**config.mk**
```make
export PLATFORM = sky130hd
export DESIGN_NAME = msg_tx_regs
export DESIGN_NICKNAME = d
export VERILOG_FILES = /design/src/rtl/msg_tx_pkg.sv /design/src/rtl/lock_sync.sv /design/src/rtl/msg_store.sv /design/src/rtl/alarm_bank.sv /design/src/rtl/msg_tx_regs.sv
export SDC_FILE = /design/constraint.sdc
export NUM_CORES = 1
export LEC_CHECK = 0
export BUFFER_PORTS_ARGS = -buffer_cell sky130_fd_sc_hd__buf_2
export CORE_ASPECT_RATIO = 0.9
export CORE_MARGIN = 2
export CORE_UTILIZATION = 50
export CTS_CLUSTER_SIZE = 12
export DETAILED_ROUTE_END_ITERATION = 8
export HOLD_SLACK_MARGIN = 0.12
export PLACE_DENSITY = 0.76
export REMOVE_ABC_BUFFERS = 1
export SLEW_MARGIN = 20
export SYNTH_ARGS = -nofsm -noshare
export SYNTH_HDL_FRONTEND = slang
export SYNTH_SLANG_ARGS = --single-unit
```
**constraint.sdc**
```tcl
create_clock -name clk_i -period 3.9 [get_ports clk_i]
set_clock_uncertainty 0.05 [all_clocks]
set_input_delay 0.39 -clock clk_i [delete_from_list [all_inputs] [get_ports clk_i]]
set_output_delay 0.39 -clock clk_i [all_outputs]
set_load 0.1 [all_outputs]
```
**src/rtl/msg_tx_pkg.sv**
```systemverilog
package msg_tx_pkg;
  localparam int AW = 8;
  localparam int DW = 8;
  localparam int ALARM_W = 4;
  localparam int BIT_RDY  = 0;
  localparam int BIT_LOSB = 1;
  localparam int BIT_LOSA = 2;
  localparam int BIT_CHG  = 3;
  localparam logic [AW-1:0] ADDR_SEND  = 8'h08;
  localparam logic [AW-1:0] ADDR_ALARM = 8'h0A;
  localparam logic [AW-1:0] ADDR_IE    = 8'h0B;
endpackage

```
**src/rtl/lock_sync.sv**
```systemverilog
module lock_sync #(
  parameter int W = 2,
  parameter int STAGES = 2,
  parameter logic RST_VAL = 1'b1
) (
  input  logic         clk_i,
  input  logic         rst_ni,
  input  logic [W-1:0] d_i,
  output logic [W-1:0] q_o
);
  logic [STAGES-1:0][W-1:0] stg_q;

  always_ff @(posedge clk_i or negedge rst_ni) begin
    if (!rst_ni) stg_q[0] <= {W{RST_VAL}};
    else         stg_q[0] <= d_i;
  end

  for (genvar s = 1; s < STAGES; s++) begin : g_stage
    always_ff @(posedge clk_i or negedge rst_ni) begin
      if (!rst_ni) stg_q[s] <= {W{RST_VAL}};
      else         stg_q[s] <= stg_q[s-1];
    end
  end

  assign q_o = stg_q[STAGES-1];
endmodule

```
**src/rtl/msg_store.sv**
```systemverilog
module msg_store import msg_tx_pkg::*; #(
  parameter int N_BYTES = 8
) (
  input  logic                    clk_i,
  input  logic                    rst_ni,
  input  logic                    we_i,
  input  logic [AW-1:0]           addr_i,
  input  logic [DW-1:0]           wdata_i,
  input  logic                    ack_i,
  output logic [N_BYTES*DW-1:0]   bytes_o,
  output logic                    send_o
);
  logic [N_BYTES-1:0][DW-1:0] bytes_q;
  logic send_q;
  logic send_wr;

  assign send_wr = we_i && (addr_i == ADDR_SEND);

  // byte writes only land while no send is pending
  for (genvar i = 0; i < N_BYTES; i++) begin : g_byte
    always_ff @(posedge clk_i or negedge rst_ni) begin
      if (!rst_ni)
        bytes_q[i] <= '0;
      else if (we_i && !send_q && (addr_i == AW'(i)))
        bytes_q[i] <= wdata_i;
    end
  end

  // acknowledge only counts while pending; it outranks a same-cycle write
  always_ff @(posedge clk_i or negedge rst_ni) begin
    if (!rst_ni)                send_q <= 1'b0;
    else if (send_q && ack_i)   send_q <= 1'b0;
    else if (send_wr)           send_q <= wdata_i[0];
  end

  assign bytes_o = bytes_q;
  assign send_o  = send_q;

  AST_LOCKED_HOLD: assert property (@(posedge clk_i) disable iff (!rst_ni)
    send_q |=> $stable(bytes_q));
  AST_ACK_DONE: assert property (@(posedge clk_i) disable iff (!rst_ni)
    (send_q && ack_i) |=> !send_q);
  AST_IDLE_ACK: assert property (@(posedge clk_i) disable iff (!rst_ni)
    (!send_q && ack_i && !send_wr) |=> !send_q);
  AST_CANCEL: assert property (@(posedge clk_i) disable iff (!rst_ni)
    (send_q && !ack_i && send_wr && !wdata_i[0]) |=> !send_q);
endmodule

```
**src/rtl/alarm_bank.sv**
```systemverilog
module alarm_bank import msg_tx_pkg::*; (
  input  logic               clk_i,
  input  logic               rst_ni,
  input  logic [1:0]         loss_i,     // [1]=port A, [0]=port B
  input  logic               ready_i,
  input  logic               rd_clr_i,
  input  logic               ie_we_i,
  input  logic [ALARM_W-1:0] ie_wdata_i,
  output logic [ALARM_W-1:0] alarm_o,
  output logic [ALARM_W-1:0] ie_o,
  output logic [1:0]         clr_rem_o,
  output logic               irq_o
);
  logic [1:0] loss_d_q;
  logic [1:0] los_q;
  logic chg_q;
  logic [ALARM_W-1:0] ie_q;
  logic toggle;

  assign toggle    = |(loss_i ^ loss_d_q);
  assign clr_rem_o = loss_i & ~loss_d_q;

  // a live event outranks the read clear
  always_ff @(posedge clk_i or negedge rst_ni) begin
    if (!rst_ni) begin
      loss_d_q <= '0;
      los_q    <= '0;
      chg_q    <= 1'b0;
      ie_q     <= '0;
    end else begin
      loss_d_q <= loss_i;
      los_q    <= loss_i | (los_q & {2{~rd_clr_i}});
      chg_q    <= toggle | (chg_q & ~rd_clr_i);
      if (ie_we_i) ie_q <= ie_wdata_i;
    end
  end

  always_comb begin
    alarm_o           = '0;
    alarm_o[BIT_RDY]  = ready_i;
    alarm_o[BIT_LOSB] = los_q[0];
    alarm_o[BIT_LOSA] = los_q[1];
    alarm_o[BIT_CHG]  = chg_q;
  end

  assign ie_o  = ie_q;
  assign irq_o = |(alarm_o & ie_q);

  AST_LOS_STICKY: assert property (@(posedge clk_i) disable iff (!rst_ni)
    (los_q[1] && !rd_clr_i) |=> los_q[1]);
  AST_READ_CLEARS: assert property (@(posedge clk_i) disable iff (!rst_ni)
    (rd_clr_i && !(|loss_i) && !toggle) |=> (alarm_o[3:1] == 3'b000));
  AST_EVENT_WINS: assert property (@(posedge clk_i) disable iff (!rst_ni)
    (rd_clr_i && loss_i[1]) |=> los_q[1]);
  AST_CHG_EDGE: assert property (@(posedge clk_i) disable iff (!rst_ni)
    toggle |=> chg_q);
  AST_CLR_PULSE_A: assert property (@(posedge clk_i) disable iff (!rst_ni)
    clr_rem_o[1] |=> !clr_rem_o[1]);
  AST_CLR_PULSE_B: assert property (@(posedge clk_i) disable iff (!rst_ni)
    clr_rem_o[0] |=> !clr_rem_o[0]);
endmodule

```
**src/rtl/msg_tx_regs.sv**
```systemverilog
module msg_tx_regs import msg_tx_pkg::*; #(
  parameter int N_BYTES = 8
) (
  input  logic                  clk_i,
  input  logic                  rst_ni,
  input  logic [AW-1:0]         addr_i,
  input  logic [DW-1:0]         wdata_i,
  input  logic                  we_i,
  input  logic                  re_i,
  output logic [DW-1:0]         rdata_o,
  input  logic                  lock_a_i,
  input  logic                  lock_b_i,
  input  logic                  ack_i,
  output logic [N_BYTES*DW-1:0] msg_o,
  output logic                  send_o,
  output logic                  clr_rem_a_o,
  output logic                  clr_rem_b_o,
  output logic                  irq_o
);
  localparam int IW = (N_BYTES > 1) ? $clog2(N_BYTES) : 1;

  logic [1:0] lock_s;
  logic [1:0] clr_rem;
  logic [ALARM_W-1:0] alarm, ie;
  logic send;
  logic [N_BYTES-1:0][DW-1:0] bytes;

  lock_sync #(.W(2), .STAGES(2), .RST_VAL(1'b1)) u_sync (
    .clk_i (clk_i),
    .rst_ni(rst_ni),
    .d_i   ({lock_a_i, lock_b_i}),
    .q_o   (lock_s)
  );

  msg_store #(.N_BYTES(N_BYTES)) u_store (
    .clk_i  (clk_i),
    .rst_ni (rst_ni),
    .we_i   (we_i),
    .addr_i (addr_i),
    .wdata_i(wdata_i),
    .ack_i  (ack_i),
    .bytes_o(bytes),
    .send_o (send)
  );

  alarm_bank u_alarm (
    .clk_i     (clk_i),
    .rst_ni    (rst_ni),
    .loss_i    (~lock_s),
    .ready_i   (~send),
    .rd_clr_i  (re_i && (addr_i == ADDR_ALARM)),
    .ie_we_i   (we_i && (addr_i == ADDR_IE)),
    .ie_wdata_i(wdata_i[ALARM_W-1:0]),
    .alarm_o   (alarm),
    .ie_o      (ie),
    .clr_rem_o (clr_rem),
    .irq_o     (irq_o)
  );

  assign msg_o       = bytes;
  assign send_o      = send;
  assign clr_rem_a_o = clr_rem[1];
  assign clr_rem_b_o = clr_rem[0];

  // unmapped addresses and reserved bits return zero
  always_comb begin
    rdata_o = '0;
    if (addr_i < AW'(N_BYTES))       rdata_o = bytes[addr_i[IW-1:0]];
    else if (addr_i == ADDR_SEND)    rdata_o[0] = send;
    else if (addr_i == ADDR_ALARM)   rdata_o[ALARM_W-1:0] = alarm;
    else if (addr_i == ADDR_IE)      rdata_o[ALARM_W-1:0] = ie;
  end

  AST_RDY_AFTER_ACK: assert property (@(posedge clk_i) disable iff (!rst_ni)
    (send && ack_i) |=> alarm[BIT_RDY]);
  AST_SEND_CLEARS_RDY: assert property (@(posedge clk_i) disable iff (!rst_ni)
    (!send && we_i && addr_i == ADDR_SEND && wdata_i[0]) |=> !alarm[BIT_RDY]);
endmodule

```
# Word level (Yosys, flattened, before mapping)
# Index checks and enable logic that the tools add are counted.
# Widths: inputs -> output; s select.
[classes]
magnitude_cmp = 2
n_eq_ne = 10
muxes = 10
bitwise = 11
reduce_logical = 18
[op_table]
columns = ["operator", "count"]
rows = [
  ["$eq 8x3->1 const B", 4],
  ["$bmux 8 s3", 1],
  ["$eq 8x4->1 const B", 3],
  ["$eq 8x2->1 const B", 2],
  ["$mux 4", 4],
  ["$logic_and 1x1->1", 13],
  ["$eq 8x1->1 const B", 1],
  ["$logic_not 8->1", 1],
  ["$lt 8x4->1 const B", 1],
  ["$mux 8", 1],
  ["$and 2x2->2", 2],
  ["$and 4x4->4", 1],
  ["$lt 3x4->1 const B", 1],
  ["$not 2->2", 2],
  ["$reduce_or 4->1", 1],
  ["$mux 1", 3],
  ["$mux 3", 1],
  ["$not 1->1", 2],
  ["$or 2x2->2", 1],
  ["$reduce_bool 2->1", 1],
  ["$reduce_or 2->1", 1],
  ["$xor 2x2->2", 1],
  ["$and 1x1->1", 1],
  ["$logic_not 1->1", 1],
  ["$or 1x1->1", 1],
]
[word_totals]
register_bits = 78
inputBits = 23
output_inout_bits = 76
wordCells = 66

# Depth between registers and ports, before layout
[logic_depth]
word_depth = 5
mapped_depth = 6
mapped_depth_nobuf = 4

# Cells and area by module
# From an unflattened synthesis, not the netlist that was laid out.
[hier_totals]
cells_unflattened = 243
area_unflattened_um2 = 3739.8
[by_module_without_submodules]
columns = ["module", "instances", "cells_per_inst", "area_per_inst_um2", "seq_area_each_um2"]
rows = [
  ["msg_store", 1, 149, 2560.0, 1626.6],
  ["msg_tx_regs", 1, 61, 693.2, 0.0],
  ["alarm_bank", 1, 27, 366.6, 225.2],
  ["lock_sync", 1, 6, 120.1, 105.1],
]

# Least setup slack after synthesis
# No wires, ideal clock.
[synth_timing]
path_kind = "reg-to-output"
startpoint = "register u_store.bytes_q (netlist bit u_store.bytes_o[40])"
endpoint = "output port rdata_o[0]"
arrival_ns = 2.881
required_ns = 3.460
setup_slack_ns = 0.579
path_stages_with_launch = 4
n_path_buf = 0
path_cell_list = "dfrtp_1 -> mux4_2 -> mux2i_1 -> o22ai_1"
[synth_between]
elab_chain_len = 3
[synth_lines]
columns = ["element", "line_no", "rtl"]
rows = [
  ["from (decl)", "msg_store.sv:13", "logic [N_BYTES-1:0][DW-1:0] bytes_q;"],
  ["from (signal, indexed assignment)", "msg_store.sv:25", "bytes_q[i] <= wdata_i;"],
  ["$bmux 8 s3", "msg_tx_regs.sv:68", "if (addr_i < AW'(N_BYTES)) rdata_o = bytes[addr_i[IW-1:0]];"],
  ["$mux 8 (not written as such)", "msg_tx_regs.sv:68", ""],
  ["$mux 4", "msg_tx_regs.sv:68", ""],
  ["to (decl)", "msg_tx_regs.sv:10", "output logic [DW-1:0] rdata_o,"],
]
# No other way between the ends. The select of a mux whose other input is x is not followed.

# Worst setup path after layout
[layout_timing]
startpoint = "input port addr_i[0]"
endpoint = "output port rdata_o[3]"
[layout_between]
elab_chain_len = 5
elab_cells_between_ends = 10
classes_between = "order compare (1); eq/ne (3); mux (6)"
[layout_lines]
columns = ["element", "line_no", "rtl"]
rows = [
  ["from (decl)", "msg_tx_regs.sv:6", "input logic [AW-1:0] addr_i,"],
  ["$eq 8x4->1", "msg_tx_regs.sv:71", "else if (addr_i == ADDR_IE) rdata_o[ALARM_W-1:0] = ie;"],
  ["$mux 4", "msg_tx_regs.sv:71", ""],
  ["$mux 4", "msg_tx_regs.sv:70", "else if (addr_i == ADDR_ALARM) rdata_o[ALARM_W-1:0] = alarm;"],
  ["$mux 3", "msg_tx_regs.sv:69", "else if (addr_i == ADDR_SEND) rdata_o[0] = send;"],
  ["$mux 4 *", "msg_tx_regs.sv:68", ""],
]
# Every way passes the cells marked *; elsewhere a longest branch is shown, timed or not. The select of a mux whose other input is x is not followed.

==> flow_summary.ini <==
[timing]
relSlewSlack_pct = 34.4
fin_hold_ws_ns = 0.135
slew_violations = 0
min_period_ns = 2.74
fin_ws_ns = 1.16
fin_setup_tns_ns = 0
period_share_pct = 70.3
clock.fmax_mhz = 365
hold_violations = 0
rsz0062_at_grt = false
setup_viol = 0
tightest_slew_ns = 0.984

[routing]
wl_per_cell_um = 19.7
viasPerCell = 5.69
drt_wl_total_um = 8560
drt_first_pass_iters = 4
drt_iter0_markers = 121
route.detailed.drc = 0
detail-route-antenna-nets = 0
vias = 2477

[placed_design]
place_hpwl_um = 5700
portBuffers = 98
place.gp.congestion = 0.777
pre_cts_ws_ns = 1.16

[floorplanning]
io_pins = 99
fp.coreArea_um2 = 7110
design.die.area_um2 = 8090
die_y_um = 85.5
die_w_um = 94.6
start_util_pct = 51.9
fp-row-count = 29

[global_routing]
grt_usage_pct = 22.7
grt_overflow = 0
grt.busiest_layer = met2
antenna_found_initial = 0
grt_pass1_vias = 2463
use_met2_pct = 36.2
grt_max_degree = 79
gr-usage-met1_pct = 30.8
grtUsageMet3_pct = 7.47
grt_pass1_wl_um = 13500

[worst_setup_path]
r2r_cells = 3
r2r_end = u_store.bytes_o[19]$_DFFE_PN0P_
critical_path_buf_inv_count = 2
critPathLaunchType = input port
crit_family = buffers and inverters
cp_max_fo = 30
crit_type = input port to output port
cp_common_cell = buf_2
critPathSlowestCell = buf_2
r2r-start = u_store.send_o$_DFFE_PN0P_
crit_required_ns = 3.46
cpPeakStageDelay_ns = 0.67
end_kind = output port
r2r_slack_ns = 1.74
path_cells = buf_2 > mux4_2 > mux2i_1 > o22ai_1 > buf_2
arrival_ns = 2.30

[power]
p_per_area_nw_per_um2 = 441
p_clk_share_pct = 33.1
p_int_uw = 1300
p_leak_uw = 0.00236
switching_share_pct = 34.0
vdd_drop_max_v = 0.000246
switchingPower_uw = 669
power_frac_comb_pct = 22.3
power.share.sequential_pct = 44.5

[run]
maxCapViolCount = 0

[cts]
insertion_delay_ns = 0.35
cts_resized = 0
hold_buffers = 2
cts.sinks = 78
clk_transition_reported_paths_ns = 0.08
cts_buffers = 9
clk_path_buf_depth = 2
ctsRootBufferMaster = clkbuf_8
post_cts_buffers = 0
htree_levels = 3
cts_tree = yes

[yosys]
synthesis.area_um2 = 3690
synth.distinct_cells = 36
async_flop_share_pct = 100
synth_edf_count = 0
synth_top_area_share_pct = 50.1
synthTopCellsByArea = dfrtp_1 50%, mux2_2 18%, mux4_2 9.8%, mux2i_1 3.3%, mux2_4 3.3%
synth_common_cells = 74 x dfrtp_1, 60 x mux2_2, 16 x mux4_2, 12 x mux2i_1, 8 x mux2_4
netlist_instances = 238
yosys_warnings = 0
synth_top_cell_by_area = dfrtp_1
synth-seq-cells = 78
synth_seq_area_share_pct = 53.0
postSynthAreaPerCell_um2 = 15.5
yosysMostFrequentCell = dfrtp_1
synth-main-ff-cell = dfrtp_1

[cells_and_area]
num_antenna_cells = 0
area_growth_pct = 20.7
fin_nets = 362
n_fill_cell = 583
drive_above_1_share_pct = 61.4

[min_path]
hold_class = input port to async pin

[status]
outcome = complete, no violations
## power groups by stage
stage | Combinational (uW) | Sequential [uW] | Clock (uW)
final | 440 | 876 | 652
after global routing | 458 | 881 | 701
after floorplan | 102 | 1120 | 0
after global placement | 436 | 890 | 0
after detailed placement | 440 | 891 | 0
after CTS | 442 | 876 | 666
## state kept, by name (all words and copies together), names as in the netlist
| name | count |
|---|---|
| u_alarm.loss_d_q | 2 |
| u_alarm.los_q | 2 |
| u_sync.stg_q | 2 |
| u_store.send_o | 1 |
| u_alarm.ie_o | 4 |
| u_store.bytes_o | 64 |
| u_sync.q_o | 2 |
| u_alarm.chg_q | 1 |
## cells in the final DEF, fill, tap and decap left out, drive strengths merged, types with 3 or more instances in the layout
cell | Yosys | routed
clkbuf | 2 | 10
dfrtp | 74 | 74
mux2 | 68 | 68
nand4b | 3 | 3
mux4 | 16 | 16
a21o | 3 | 3
mux2i | 12 | 12
buf | 10 | 98
nor2 | 5 | 5
clkinv | 1 | 4
nor3 | 4 | 4
o22ai | 4 | 4
nand2 | 5 | 5
dfstp | 4 | 4
inv | 6 | 6
## through the flow
step	power, uW	instances	instance area, um^2	utilization, %
2_1_floorplan	1220	226	3620	-
3_3_place_gp	1330	417	4230	59.4
3_5_place_dp	1330	417	4230	59.4
4_1_cts	1980	435	4460	62.7
5_1_grt	2040	435	4460	62.7
6_report	1970	435	4460	62.7
## per-layer routing
layer,vias to the layer above,share of wire (%)
li1,1097,-
met1,1277,42
met2,95,49
met3,8,8.4
met4,0,0.82
met5,-,0
## logic make-up (layout without fill, tap and decap cells)
kind of cell,after synthesis,in the layout,synth area share (%)
AO/OA/AOI/OAI,12,12,2.17
adder cells (fa/ha/maj),2,2,0.677
buffers and inverters,19,123,2.81
flip-flops,78,78,53.0
multiplexers,96,96,34.6
AND/OR/NAND/NOR,31,31,6.81
## final cells by class
| type | count | area, um^2 | share of cell area [%] |
|---|---|---|---|
| Timing Repair Buffer | 100 | 513 | 11.5 |
| Tap cell | 93 | 116 | 2.61 |
| Clock inverter | 6 | 86.3 | 1.94 |
| Clock buffer | 10 | 128 | 2.86 |
| Sequential cell | 78 | 1960 | 43.9 |
| Multi-Input combinational cell | 141 | 1630 | 36.6 |
| Inverter | 7 | 26.3 | 0.589 |
## worst max-delay path by stage
stage | from | end | cells past startpoint | slack [ns]
2_1_floorplan | u_store.bytes_o[40]$_DFFE_PN0P_ | rdata_o[0] | 3 | 0.60
3_3_place_gp | addr_i[0] | rdata_o[3] | 5 | 1.18
3_5_place_dp | addr_i[0] | rdata_o[3] | 5 | 1.16
4_1_cts | addr_i[0] | rdata_o[3] | 5 | 1.13
5_1_grt | addr_i[0] | rdata_o[3] | 5 | 1.01
6_report | addr_i[0] | rdata_o[3] | 5 | 1.16
## worst register-to-register path, cell delays in order (launching register included)
cell,delay (ns)
dfrtp_1,0.49
or4_4,0.54
or3_1,0.59
mux2_2,0.39
No activity file was read; power rests on OpenSTA's default activity.
